--- config.mk ---
export PLATFORM = sky130hd
export DESIGN_NAME = otp_unlock_guard
export DESIGN_NICKNAME = d
export VERILOG_FILES = /design/src/rtl/otp_unlock_pkg.sv /design/src/rtl/otp_start_edge.sv /design/src/rtl/otp_cmd_classify.sv /design/src/rtl/otp_key_seq.sv /design/src/rtl/otp_permit_reg.sv /design/src/rtl/otp_unlock_guard.sv
export SDC_FILE = /design/constraint.sdc
export NUM_CORES = 1
export LEC_CHECK = 0
export BUFFER_PORTS_ARGS = -buffer_cell sky130_fd_sc_hd__buf_2
export CAP_MARGIN = 20
export CORE_AREA = 3 3 40 42
export DETAILED_ROUTE_END_ITERATION = 8
export DIE_AREA = 0 0 43 45
export PLACE_DENSITY = 0.74
export SYNTH_ARGS = -nofsm -noshare
export SYNTH_HDL_FRONTEND = slang
export SYNTH_SLANG_ARGS = --single-unit
--- constraint.sdc ---
create_clock -name clk -period 2.66 [get_ports clk]
set_clock_uncertainty 0.15 [all_clocks]
set_input_delay 0.133 -clock clk [delete_from_list [all_inputs] [get_ports clk]]
set_output_delay 0.133 -clock clk [all_outputs]
set_load 0.05 [all_outputs]
--- src/rtl/otp_unlock_pkg.sv ---
package otp_unlock_pkg;

  localparam int CMD_W   = 6;
  localparam int DATA_W  = 32;
  localparam int KEY_LEN = 4;

  localparam logic [CMD_W-1:0] CMD_UNLOCK = 6'h02;
  localparam logic [CMD_W-1:0] CMD_RELOCK = 6'h03;

  // classified event for one clock
  typedef enum logic [2:0] {
    EV_IDLE    = 3'd0,
    EV_KEY_OK  = 3'd1,
    EV_KEY_FIN = 3'd2,
    EV_KEY_BAD = 3'd3,
    EV_FOREIGN = 3'd4,
    EV_RELOCK  = 3'd5
  } guard_ev_t;

  // key value expected at step idx (order is behaviour)
  function automatic logic [3:0] key_value(input int unsigned idx);
    case (idx)
      0:       key_value = 4'hF;
      1:       key_value = 4'h4;
      2:       key_value = 4'h8;
      default: key_value = 4'hD;
    endcase
  endfunction

endpackage

--- src/rtl/otp_start_edge.sv ---
module otp_start_edge (
  input  logic clk,
  input  logic start,
  output logic rise
);
  logic start_q;

  // follows start even in reset so a strobe held across reset is not an edge
  always_ff @(posedge clk) begin
    start_q <= start;
  end

  assign rise = start & ~start_q;
endmodule

--- src/rtl/otp_cmd_classify.sv ---
module otp_cmd_classify
  import otp_unlock_pkg::*;
#(
  parameter int CW    = CMD_W,
  parameter int DW    = DATA_W,
  parameter int KLEN  = KEY_LEN,
  localparam int IW   = (KLEN > 1) ? $clog2(KLEN) : 1
) (
  input  logic          rise,
  input  logic [CW-1:0] cmd_code,
  input  logic [DW-1:0] wdata,
  input  logic [IW-1:0] step_idx,
  output guard_ev_t     ev
);
  logic [DW-1:0] expect_word;
  logic          key_match;
  logic          last_step;

  always_comb begin
    expect_word = DW'(key_value(int'(step_idx)));
    key_match   = (wdata == expect_word);
    last_step   = (int'(step_idx) == KLEN - 1);
    ev          = EV_IDLE;
    if (rise) begin
      if (cmd_code == CW'(CMD_UNLOCK)) begin
        if (!key_match)     ev = EV_KEY_BAD;
        else if (last_step) ev = EV_KEY_FIN;
        else                ev = EV_KEY_OK;
      end else if (cmd_code == CW'(CMD_RELOCK)) begin
        ev = EV_RELOCK;
      end else begin
        ev = EV_FOREIGN;
      end
    end
  end
endmodule

--- src/rtl/otp_key_seq.sv ---
module otp_key_seq
  import otp_unlock_pkg::*;
#(
  parameter int KLEN = KEY_LEN,
  localparam int IW  = (KLEN > 1) ? $clog2(KLEN) : 1
) (
  input  logic          clk,
  input  logic          rst,
  input  guard_ev_t     ev,
  output logic [IW-1:0] step_idx
);
  always_ff @(posedge clk) begin
    if (rst) begin
      step_idx <= '0;
    end else begin
      case (ev)
        EV_KEY_OK:  step_idx <= step_idx + IW'(1);
        EV_KEY_FIN,
        EV_KEY_BAD,
        EV_FOREIGN,
        EV_RELOCK:  step_idx <= '0;
        default:    step_idx <= step_idx;
      endcase
    end
  end
endmodule

--- src/rtl/otp_permit_reg.sv ---
module otp_permit_reg
  import otp_unlock_pkg::*;
(
  input  logic      clk,
  input  logic      rst,
  input  guard_ev_t ev,
  output logic      step_done,
  output logic      prog_ok,
  output logic      prog_permit
);
  logic permit_nxt;
  logic is_step;

  always_comb begin
    is_step    = (ev == EV_KEY_OK) || (ev == EV_KEY_FIN) || (ev == EV_KEY_BAD);
    permit_nxt = prog_permit;
    if (ev == EV_KEY_FIN) permit_nxt = 1'b1;
    if (ev == EV_RELOCK)  permit_nxt = 1'b0;
  end

  always_ff @(posedge clk) begin
    if (rst) begin
      step_done   <= 1'b0;
      prog_ok     <= 1'b0;
      prog_permit <= 1'b0;
    end else begin
      step_done   <= is_step;
      prog_permit <= permit_nxt;
      prog_ok     <= permit_nxt | (ev == EV_RELOCK);
    end
  end
endmodule

--- src/rtl/otp_unlock_guard.sv ---
module otp_unlock_guard
  import otp_unlock_pkg::*;
#(
  parameter int CW   = CMD_W,
  parameter int DW   = DATA_W,
  parameter int KLEN = KEY_LEN,
  localparam int IW  = (KLEN > 1) ? $clog2(KLEN) : 1
) (
  input  logic          clk,
  input  logic          rst,
  input  logic [CW-1:0] cmd_code,
  input  logic          start,
  input  logic [DW-1:0] wdata,
  output logic          step_done,
  output logic          prog_ok,
  output logic          prog_permit
);
  logic          rise;
  logic [IW-1:0] step_idx;
  guard_ev_t     ev;

  otp_start_edge u_edge (
    .clk   (clk),
    .start (start),
    .rise  (rise)
  );

  otp_cmd_classify #(.CW(CW), .DW(DW), .KLEN(KLEN)) u_cls (
    .rise     (rise),
    .cmd_code (cmd_code),
    .wdata    (wdata),
    .step_idx (step_idx),
    .ev       (ev)
  );

  otp_key_seq #(.KLEN(KLEN)) u_seq (
    .clk      (clk),
    .rst      (rst),
    .ev       (ev),
    .step_idx (step_idx)
  );

  otp_permit_reg u_perm (
    .clk         (clk),
    .rst         (rst),
    .ev          (ev),
    .step_done   (step_done),
    .prog_ok     (prog_ok),
    .prog_permit (prog_permit)
  );
endmodule

==> results of run 1 <==
==> worst max-delay path: cells and delay by family, from the launching register on <==
kind | cells | cell delay (ns)
AO/OA/AOI/OAI | 1 | 0.23
XOR/XNOR | 1 | 0.16
AND/OR/NAND/NOR | 2 | 0.55
adder cells (fa/ha/maj) | 1 | 0.32
buffers and inverters | 1 | 0.08
flip-flops | 1 | 0.39
==> kinds of logic (layout without fill, tap and decap cells) <==
group	count (synthesis)	count (layout)	synth area share
adders and majority gates	4	4	0.117
AOI/OAI and AO/OA	6	6	0.111
xor gates and xnor gates	4	4	0.0821
and+or+nand+nor	26	26	0.372
DFF	6	6	0.282
buffers and inverters	4	54	0.0352
==> power by group <==
group	internal (mW)	switching (mW)
Combinational	0.0287	0.0166
Sequential	0.0910	0.000174
Clock	0.0511	0.0333
Total	0.171	0.0501
==> cells in the final DEF, fill, tap and decap left out <==
cell and count:
xor2_1 3, a221oi_2 1, xnor2_1 1, and2b_1 1
nor3_1 1, buf_2 43, a21oi_1 1, nor2_1 4
nor4_1 8, dfxtp_1 6, nor3_2 1, ha_1 4
nand4_1 4, or3_4 1, inv_1 4, o31ai_1 2
dlygate4sd3_1 4, o21ai_0 1, clkbuf_4 3, and3_1 1
or4b_1 1, nand3_1 1, nand2_1 2, o21a_1 1
nor2b_1 1
==> metal layers <==
layer,GRT usage,wire [µm],up-vias
met5,0,0,-
li1,-,-,290
met4,0.108,31,0
met1,0.147,438,238
met3,0.0319,132,4
met2,0.234,546,32
==> layout make-up <==
class                   instances  area [µm²]
fillers                       123         562
multi-input cells              40         292
repair buffers                 47         255
flip-flops and latches          6         120
clock buffers                   3        22.5
well taps                      15        18.8
inverters                       4        15.0
==> how the worst max path moves through the flow <==
| stage | endpoint |
|---|---|
| 2_1_floorplan | u_perm.prog_ok |
| 3_3_place_gp | u_perm.prog_ok |
| 3_5_place_dp | u_perm.prog_ok |
| 4_1_cts | u_perm.prog_ok |
| 5_1_grt | u_perm.prog_ok |
| 6_report | u_perm.prog_ok |
==> registers in the layout, summed over array words and instances, names as in the netlist <==
| register | count |
|---|---|
| u_perm.step_done | 1 |
| u_seq.step_idx | 2 |
| u_edge.start_q | 1 |
| u_perm.prog_permit | 1 |
| u_perm.prog_ok | 1 |
==> per-stage QoR <==
stage	instance area, µm²	hold slack [ns]
after CTS	723	0.186
after floorplan	427	0.0107
after global placement	661	0.103
after global routing	723	0.213
after detailed placement	661	0.107
final	723	0.193
==> timing repair <==
action | CTS | global route
hold buffers | 4 | 0
resized for setup | 0 | 0
endpoints found under the hold margin | 3 | 0
==> key figures, run 1 <==
Power and ir drop
  • Overall Power: 0.221 mW
  • Maximum vdd drop: 0.000241 V
  • Power per cell area: 305 nW/µm²
  • Pleak: 0.351 nW

Global route
  • Pin count of the biggest net entering global routing: 6
  • First-pass GRT wire length: 1970 µm
  • Vias in the first global route: 535
  • Initial antenna violation count: 0
  • Global Route Usage Sum: 0.137
  • GRT overflow: 0

Place
  • Placed cells: 108
  • IO buf count: 43
  • Hpwl dp: 1030 µm
  • GP Congestion: 0.743
  • Placement Setup Slack: 0.690 ns

STA
  • Worst-margin pin slew: 0.262 ns
  • Final setup viols: 0
  • Tmin final: 1.97 ns
  • Worst setup margin: 0.691 ns
  • Highest clock rate: 508 MHz
  • Final hold viol count: 0
  • Setup_tns: 0 ns
  • RSZ-0062 raised after global routing: false
  • Final worst-path cycle share: 0.740
  • Slew HR: 0.823
  • Count of pins over their slew limit: 0

Route
  • Total Routed Length: 1150 µm
  • DRT iter0 DRCs: 0
  • Antenna Nets Post-Route: 0
  • DR vias/cell: 4.90
  • Via count: 564
  • WL per Instance: 9.98 µm
  • DRC violation count after routing: 0
  • DRT Pass-1 Iters: 1

Worst setup path
  • Worst EP arrival: 1.98 ns
  • Register-to-Register Path Depth: 6
  • Crit end category: flip-flop
  • Worst R2R Setup Slack: 0.69 ns
  • Reg-to-reg startpoint: u_seq.step_idx[0]
  • RR Endpoint: u_perm.prog_ok
  • Slowest stage delay, CP: 0.43 ns
  • Worst Path Class, Setup: flip-flop to flip-flop
  • Startpoint types: flip-flop
  • Worst path cell trace: inv_1 -> ha_1 -> xor2_1 -> nand4_1 -> or3_4 -> a221oi_2
  • Critical Path Slowest Stage Cell: or3_4
  • Worst Path Required: 2.67 ns
  • Worst setup startpoint: u_seq.step_idx[0]
  • CP max FO: 5

Synthesis
  • Area share of the leading cell type in the synthesized netlist: 0.282
  • Post-Syn Nets: 95
  • Distinct cells, synth: 22
  • Post-synth top area cell: dfxtp_1
  • Sequential fraction of the synthesis area: 0.282
  • Mapped Cells: 50
  • Syn. warnings: 0
  • Top-count cell post-synth: nor4_1
  • Top post-synthesis cells by area: dfxtp_1, ha_1, nor4_1
  • Synth top cells by count: nor4_1, dfxtp_1
  • Synth Cell Area: 427 µm²
  • #FFs+latches synth: 6
  • Ys flop type: dfxtp_1
  • Post-synth ARST share: 0
  • Number of synthesized flops with an enable pin: 0
  • Avg Cell Area, Syn: 8.53 µm²

Clocking
  • CTS tree: yes
  • Clock transition at path regs: 0.05 ns
  • Clock Sinks: 6
  • H-Tree Depth: 1
  • Post-CTS setup buffer count: 0
  • Clk_lat worst skew: 0.24 ns
  • CTS Buf Count: 3
  • Max clock buf depth: 2
  • CTS root buffer: clkbuf_4

Floorplanning
  • Chip height: 45 µm
  • Die footprint: 1940 µm²
  • Die W: 43 µm
  • I/O pins: 44
  • Initial Utilization: 0.332
  • Core Rows: 13
  • Placeable Area: 1280 µm²

Worst hold path
  • Path category of the worst min-delay check: input pin to flip-flop
  • Hold path depth: 5
  • Worst Hold End: u_perm.prog_ok
  • Min-Delay Startpoint: wdata[16]

Cells and area
  • Final cell count without fillers: 115
  • Fraction of layout cells with a size suffix above 1: 0.490
  • # diodes: 0
  • Layout area overhead: 69.5%
  • Nets: 147
  • Util after Layout: 0.563

Status
  • Status: finished clean

Flow run
  • Max-cap violation count: 0
Power figures use the tool's default switching activity.
==> run 2, diff against run 1 <==
CORE_AREA = default   (was 3 3 40 42)
CORE_MARGIN = 3   (was default)
CORE_UTILIZATION = 30   (was default)
DIE_AREA = default   (was 0 0 43 45)
PLACE_DENSITY = 0.73   (was 0.74)
clock period = 1.7 ns   (was 2.66 ns; I/O delays follow)
==> run 2 against run 1 <==
The run now ends with setup timing left. Combinational power rose by 70%. First-iteration DRC count is 4 higher. Clock power rose by 60%. Maximum frequency grew 13%. Setup slack lost 0.74 ns. Register-to-register slack got worse by 0.74 ns. Non-clock buffer count rose by 6. Highest routed layer unchanged.
==> key figures, run 2 (synthesis results as in run 1) <==
Clocking
  • Post-CTS setup buffer count: 0 (unchanged)
  • CTS root buffer: clkbuf_4
  • Clock Sinks: 6 (unchanged)
  • Max clock buf depth: 2 (unchanged)
  • CTS Buf Count: 3 (unchanged)
  • H-Tree Depth: 1 (unchanged)
  • Clk_lat worst skew: 0.25 ns (about the same)
  • CTS tree: yes
  • Clock transition at path regs: 0.04 ns (about the same)

Route
  • DRC violation count after routing: 0 (unchanged)
  • DR vias/cell: 4.97 (+1.3%)
  • Antenna Nets Post-Route: 0 (unchanged)
  • DRT Pass-1 Iters: 4 (+3)
  • Total Routed Length: 1410 µm (+23%)
  • Via count: 596 (+5.7%)
  • DRT iter0 DRCs: 4 (+4)
  • WL per Instance: 11.7 µm (+17%)

Power and ir drop
  • Comb pwr share: 0.219 (+0.014)
  • Sequential fraction of design power: 0.396 (-0.017)
  • Sw Ratio: 0.240 (+0.0137)
  • Pleak: 0.393 nW (+12%)
  • Internal power: 0.267 mW (+56%)
  • Power per cell area: 423 nW/µm² (+38%)
  • Clock power frac: 0.384 (+0.002)
  • Maximum vdd drop: 0.000623 V (+160%)
  • Overall Power: 0.352 mW (+59%)
  • P_sw: 0.0846 mW (+69%)

Global route
  • Vias in the first global route: 606 (+13%)
  • First-pass GRT wire length: 2290 µm (+16%)
  • Pin count of the biggest net entering global routing: 6 (unchanged)
  • Global Route Usage Sum: 0.160 (+0.0223)
  • Initial antenna violation count: 0 (unchanged)
  • GRT overflow: 0 (unchanged)

Status
  • Failing checks: setup timing
  • Status: finished with violations

Floorplanning
  • Placeable Area: 1220 µm² (-5.4%)
  • Die footprint: 1910 µm² (-1.3%)
  • Chip height: 43.7 µm (-2.9%)
  • I/O pins: 44 (unchanged)
  • Die W: 43.7 µm (+1.7%)
  • Initial Utilization: 0.351 (+0.0188)
  • Core Rows: 12 (-1)

Flow run
  • Max-cap violation count: 0 (unchanged)

STA
  • Slew HR: 0.838 (+0.0146)
  • Count of pins over their slew limit: 0 (unchanged)
  • Worst setup margin: -0.0469 ns (-0.738 ns)
  • Final setup viols: 3 (+3)
  • Fin Hold WS: 0.125 ns (-0.0679 ns)
  • Final hold viol count: 0 (unchanged)
  • Tmin final: 1.75 ns (-0.222 ns)
  • Worst-margin pin slew: 0.241 ns (-0.0217 ns)
  • RSZ-0062 raised after global routing: true
  • Highest clock rate: 572 MHz (+13%)
  • Final worst-path cycle share: 1.03 (+0.287)

Worst setup path
  • Startpoint types: flip-flop
  • Worst path cell trace: inv_4 -> ha_4 -> xor2_1 -> nand4_1 -> or3_4 -> a221oi_2
  • CP max FO: 3 (-2)
  • Crit end category: flip-flop
  • Slowest stage delay, CP: 0.38 ns (-0.05 ns)
  • Worst EP arrival: 1.76 ns (-0.22 ns)
  • Worst Path Class, Setup: flip-flop to flip-flop
  • Worst Path Required: 1.72 ns (-0.95 ns)
  • Buf+Inv Stages, Crit Path: 1 (unchanged)
  • Critical Path Slowest Stage Cell: or3_4
  • Cell family with most CP delay: simple AND/OR/NAND/NOR gates

Cells and area
  • Commonest non-fill, non-tap cells in the layout: buf_2, nor4_1, buf_4
  • Top reg by flops: u_seq.step_idx
  • # diodes: 0 (unchanged)
  • Layout area overhead: 95.0%
  • Max FFs per register: 2 (unchanged)
  • Most common cell after layout, fill and taps aside: buf_2
  • Fraction of layout cells with a size suffix above 1: 0.623 (+0.133)
  • Final cell count without fillers: 120 (+4.3%)
  • Nets: 153 (+4.1%)

Place
  • Placed cells: 113 (+4.6%)
  • IO buf count: 43 (unchanged)
  • GP Congestion: 0.720 (-3.1%)
  • Hpwl dp: 1140 µm (+11%)
  • Placement Setup Slack: -0.133 ns (-0.823 ns)

Worst hold path
  • Path category of the worst min-delay check: input pin to flip-flop
run 2: layout make-up:
cell class | count | area [µm²]
clock buffers | 3 | 22.5
fillers | 98 | 384
inverters | 4 | 20.0
multi-input cells | 40 | 344
flip-flops and latches | 6 | 128
well taps | 14 | 17.5
repair buffers | 53 | 300
run 2: repair_timing:
item,in CTS,in global routing
hold buffers,4,0
setup endpoints to repair,3,4
resized for setup,1,10
endpoints found under the hold margin,4,0
pin swaps,5,6
run 2: metrics by stage:
stage	area [µm²]	utilization	TNS, ns
after floorplan	442	-	-0.0191
after global placement	719	0.592	-0.0648
after detailed placement	719	0.592	-0.272
after CTS	787	0.647	-0.205
after global routing	832	0.684	-0.281
final	832	0.684	-0.0769
run 2: routing by layer:
metal / track usage / wire length (µm)
met1: 0.161 / 483
met2: 0.294 / 769
met3: 0.0622 / 137
met4: 0.0542 / 16
met5: 0 / 0
run 2: final timing paths:
path                      start           endpoint  slack, ns  cells past startpoint
min                   wdata[27]  u_seq.step_idx[0]       0.12                      5
min reg2reg  u_perm.prog_permit     u_perm.prog_ok       0.34                      2
max reg2reg   u_seq.step_idx[0]     u_perm.prog_ok      -0.05                      6
max           u_seq.step_idx[0]     u_perm.prog_ok      -0.05                      6
run 2: worst register-to-register path: cells and delay by family (launching register included):
family / cells / cell delay (ns)
AOI/OAI and AO/OA: 1 / 0.23
xor gates and xnor gates: 1 / 0.13
adders and majority gates: 1 / 0.26
buffers and inverters: 1 / 0.05
DFF: 1 / 0.36
and+or+nand+nor: 2 / 0.49
run 2: power groups by stage:
stage               Sequential [mW]  Combinational, mW  Clock (mW)
CTS                           0.143             0.0749       0.141
finish                        0.139             0.0771       0.135
floorplan                     0.145             0.0145           0
detailed placement            0.145             0.0696           0
global placement              0.145             0.0674           0
global route                  0.139             0.0848       0.151
==> run 3, diff against run 2 <==
ABC_AREA = 1   (was default)
CORE_MARGIN = 2   (was 3)
CORE_UTILIZATION = 32   (was 30)
PLACE_DENSITY = 0.74   (was 0.73)
SKIP_CTS_REPAIR_TIMING = 1   (was default)
==> run 3 against run 2 <==
The flow now finishes without violations. Via count is 6.7% higher. Register-to-register slack better by 0.16 ns. Combinational power is 30% higher. Final cell count is 23% higher. Setup slack better by 0.16 ns. First-iteration DRC count is 25% lower. Area after synthesis is 12% higher. Worst hold slack better by 0.0076 ns. Routed wire length is 15% lower. Sequential power is 6% higher. Critical path type unchanged. Largest power group unchanged. Highest routed layer unchanged.
==> key figures, run 3 <==
Status
  • Status: finished clean

Cells and area
  • Nets: 180 (+18%)
  • Max FFs per register: 2 (unchanged)
  • Post-route cell area: 798 µm² (-4.1%)
  • Commonest non-fill, non-tap cells in the layout: buf_2, nor2_1, nand2_1
  • Fraction of layout cells with a size suffix above 1: 0.429 (-0.194)
  • Util after Layout: 0.591 (-0.0929)
  • Final cell count without fillers: 148 (+23%)
  • Most common cell after layout, fill and taps aside: buf_2
  • Top reg by flops: u_seq.step_idx
  • # diodes: 0 (unchanged)
  • Layout area overhead: 67.5%

Flow run
  • Max-cap violation count: 0 (unchanged)

STA
  • Worst-margin pin slew: 0.251 ns (+0.0107 ns)
  • Tmin final: 1.59 ns (-0.161 ns)
  • Count of pins over their slew limit: 0 (unchanged)
  • Fin Hold WS: 0.132 ns (+0.00758 ns)
  • Final worst-path cycle share: 0.933 (-0.0944)
  • Setup_tns: 0 ns (+0.0769 ns)
  • Slew HR: 0.834 (-0.00453)
  • Final hold viol count: 0 (unchanged)
  • RSZ-0062 raised after global routing: true
  • Worst setup margin: 0.114 ns (+0.161 ns)
  • Highest clock rate: 630 MHz (+10%)
  • Final setup viols: 0 (-3)

Synthesis
  • Synth top cells by count: nor2_1, nand2_1, inv_1
  • Post-synth ARST share: 0 (unchanged)
  • Number of synthesized flops with an enable pin: 0 (unchanged)
  • Mapped Cells: 82 (+64%)
  • Distinct cells, synth: 13 (-41%)
  • #FFs+latches synth: 6 (unchanged)
  • Ys flop type: dfxtp_1
  • Syn. warnings: 0 (unchanged)
  • Post-Syn Nets: 127 (+34%)
  • Sequential fraction of the synthesis area: 0.252 (-0.0296)
  • Top post-synthesis cells by area: dfxtp_1, nor2_1, nand2_1
  • Top-count cell post-synth: nor2_1
  • Avg Cell Area, Syn: 5.81 µm² (-32%)
  • Post-synth top area cell: dfxtp_1
  • Synth Cell Area: 477 µm² (+12%)
  • Area share of the leading cell type in the synthesized netlist: 0.252 (-0.0296)

Floorplanning
  • Initial Utilization: 0.353 (+0.00228)
  • Placeable Area: 1350 µm² (+11%)
  • Chip height: 42.6 µm (-2.6%)
  • I/O pins: 44 (unchanged)
  • Core Rows: 13 (+1)
  • Die W: 42.6 µm (-2.6%)
  • Die footprint: 1810 µm² (-5.0%)

Route
  • Total Routed Length: 1190 µm (-15%)
  • DRT iter0 DRCs: 3 (-1)
  • DRT Pass-1 Iters: 4 (unchanged)
  • Antenna Nets Post-Route: 0 (unchanged)
  • DRC violation count after routing: 0 (unchanged)
  • DR vias/cell: 4.30 (-13%)
  • Via count: 636 (+6.7%)
  • WL per Instance: 8.05 µm (-31%)

Worst setup path
  • Worst path cell trace: inv_2 -> ha_4 -> xor2_1 -> nand2_1 -> nor2_2 -> nand3_1 -> nand2_1 -> nand4_1 -> a21oi_1
  • Slowest stage delay, CP: 0.34 ns (-0.04 ns)
  • Worst Path Class, Setup: flip-flop to flip-flop
  • Worst EP arrival: 1.60 ns (-0.16 ns)
  • Startpoint types: flip-flop
  • Critical Path Most Common Cell: nand2_1
  • Critical Path Slowest Stage Cell: dfxtp_2
  • Crit end category: flip-flop
  • CP max FO: 3 (unchanged)
  • Worst Path Required: 1.72 ns (about the same)

Power and ir drop
  • Power per cell area: 471 nW/µm² (+11%)
  • Maximum vdd drop: 0.000394 V (-37%)
  • Pleak: 0.431 nW (+9.6%)
  • Overall Power: 0.376 mW (+6.8%)

Place
  • Placement Setup Slack: 0.0302 ns (+0.163 ns)
  • IO buf count: 43 (unchanged)
  • GP Congestion: 0.773 (+7.3%)
  • Post-place instance area: 718 µm² (-0.17%)
  • Hpwl dp: 1000 µm (-12%)
  • Placed cells: 141 (+25%)

Global route
  • GRT overflow: 0 (unchanged)
  • Pin count of the biggest net entering global routing: 5 (-1)
  • First-pass GRT wire length: 2040 µm (-11%)
  • Vias in the first global route: 579 (-4.5%)
  • Initial antenna violation count: 0 (unchanged)
  • Global Route Usage Sum: 0.144 (-0.0155)

Worst hold path
  • Path category of the worst min-delay check: input pin to flip-flop

Clocking
  • Clock transition at path regs: 0.04 ns (about the same)
  • CTS root buffer: clkbuf_4
  • Clock Sinks: 6 (unchanged)
  • CTS tree: yes
  • H-Tree Depth: 1 (unchanged)
  • CTS Buf Count: 3 (unchanged)
  • Clk_lat worst skew: 0.24 ns (about the same)
  • Max clock buf depth: 2 (unchanged)
==> run 3: changes by cell type in the layout (fill, tap and decap cells not counted), moves of 3 or more <==
cell     before  now
inv_1         2   10
nor2_1        4   24
nor2_2        0    3
buf_4         6    2
nand2_1       2   19
nor4_1        7    0
==> run 3: critical path, delay by kind of cell, from the launching register on <==
kind,cells,cell delay [ns]
and+or+nand+nor,5,0.43
buffers and inverters,1,0.05
AOI/OAI and AO/OA,1,0.15
DFF,1,0.34
xor gates and xnor gates,1,0.13
adders and majority gates,1,0.26
==> run 3: power breakdown <==
part / switching (mW) / internal (mW)
Sequential: 0.00203 / 0.145
Combinational: 0.0412 / 0.0589
Clock: 0.0492 / 0.0797
==> run 3: kinds of logic after synthesis <==
group,after synthesis,synth area share
and+or+nand+nor,53,0.451
AOI/OAI and AO/OA,4,0.0420
buffers and inverters,12,0.0945
xor gates and xnor gates,3,0.0551
DFF,6,0.252
adders and majority gates,4,0.105
==> run 3: final cells by class <==
| cell class | instances | area [µm²] |
|---|---|---|
| well taps | 15 | 18.8 |
| clock buffers | 3 | 22.5 |
| fillers | 138 | 552 |
| repair buffers | 48 | 260 |
| multi-input cells | 64 | 329 |
| inverters | 12 | 45.0 |
| flip-flops and latches | 6 | 123 |
==> run 3: final timing paths <==
check / start / endpoint / slack [ns] / cells after the start
worst max-delay path: u_seq.step_idx[1] / u_seq.step_idx[1] / 0.11 / 9
worst min register to register: u_perm.prog_permit / u_perm.prog_ok / 0.35 / 2
worst max register to register: u_seq.step_idx[1] / u_seq.step_idx[1] / 0.11 / 9
worst min-delay path: cmd_code[4] / u_perm.step_done / 0.13 / 6
==> run 3: metal layers <==
layer	routed length, µm	vias up	track usage
met2	576	29	0.274
met1	452	254	0.133
li1	-	351	-
met3	145	2	0.0345
met4	18	0	0.0938
met5	0	-	0
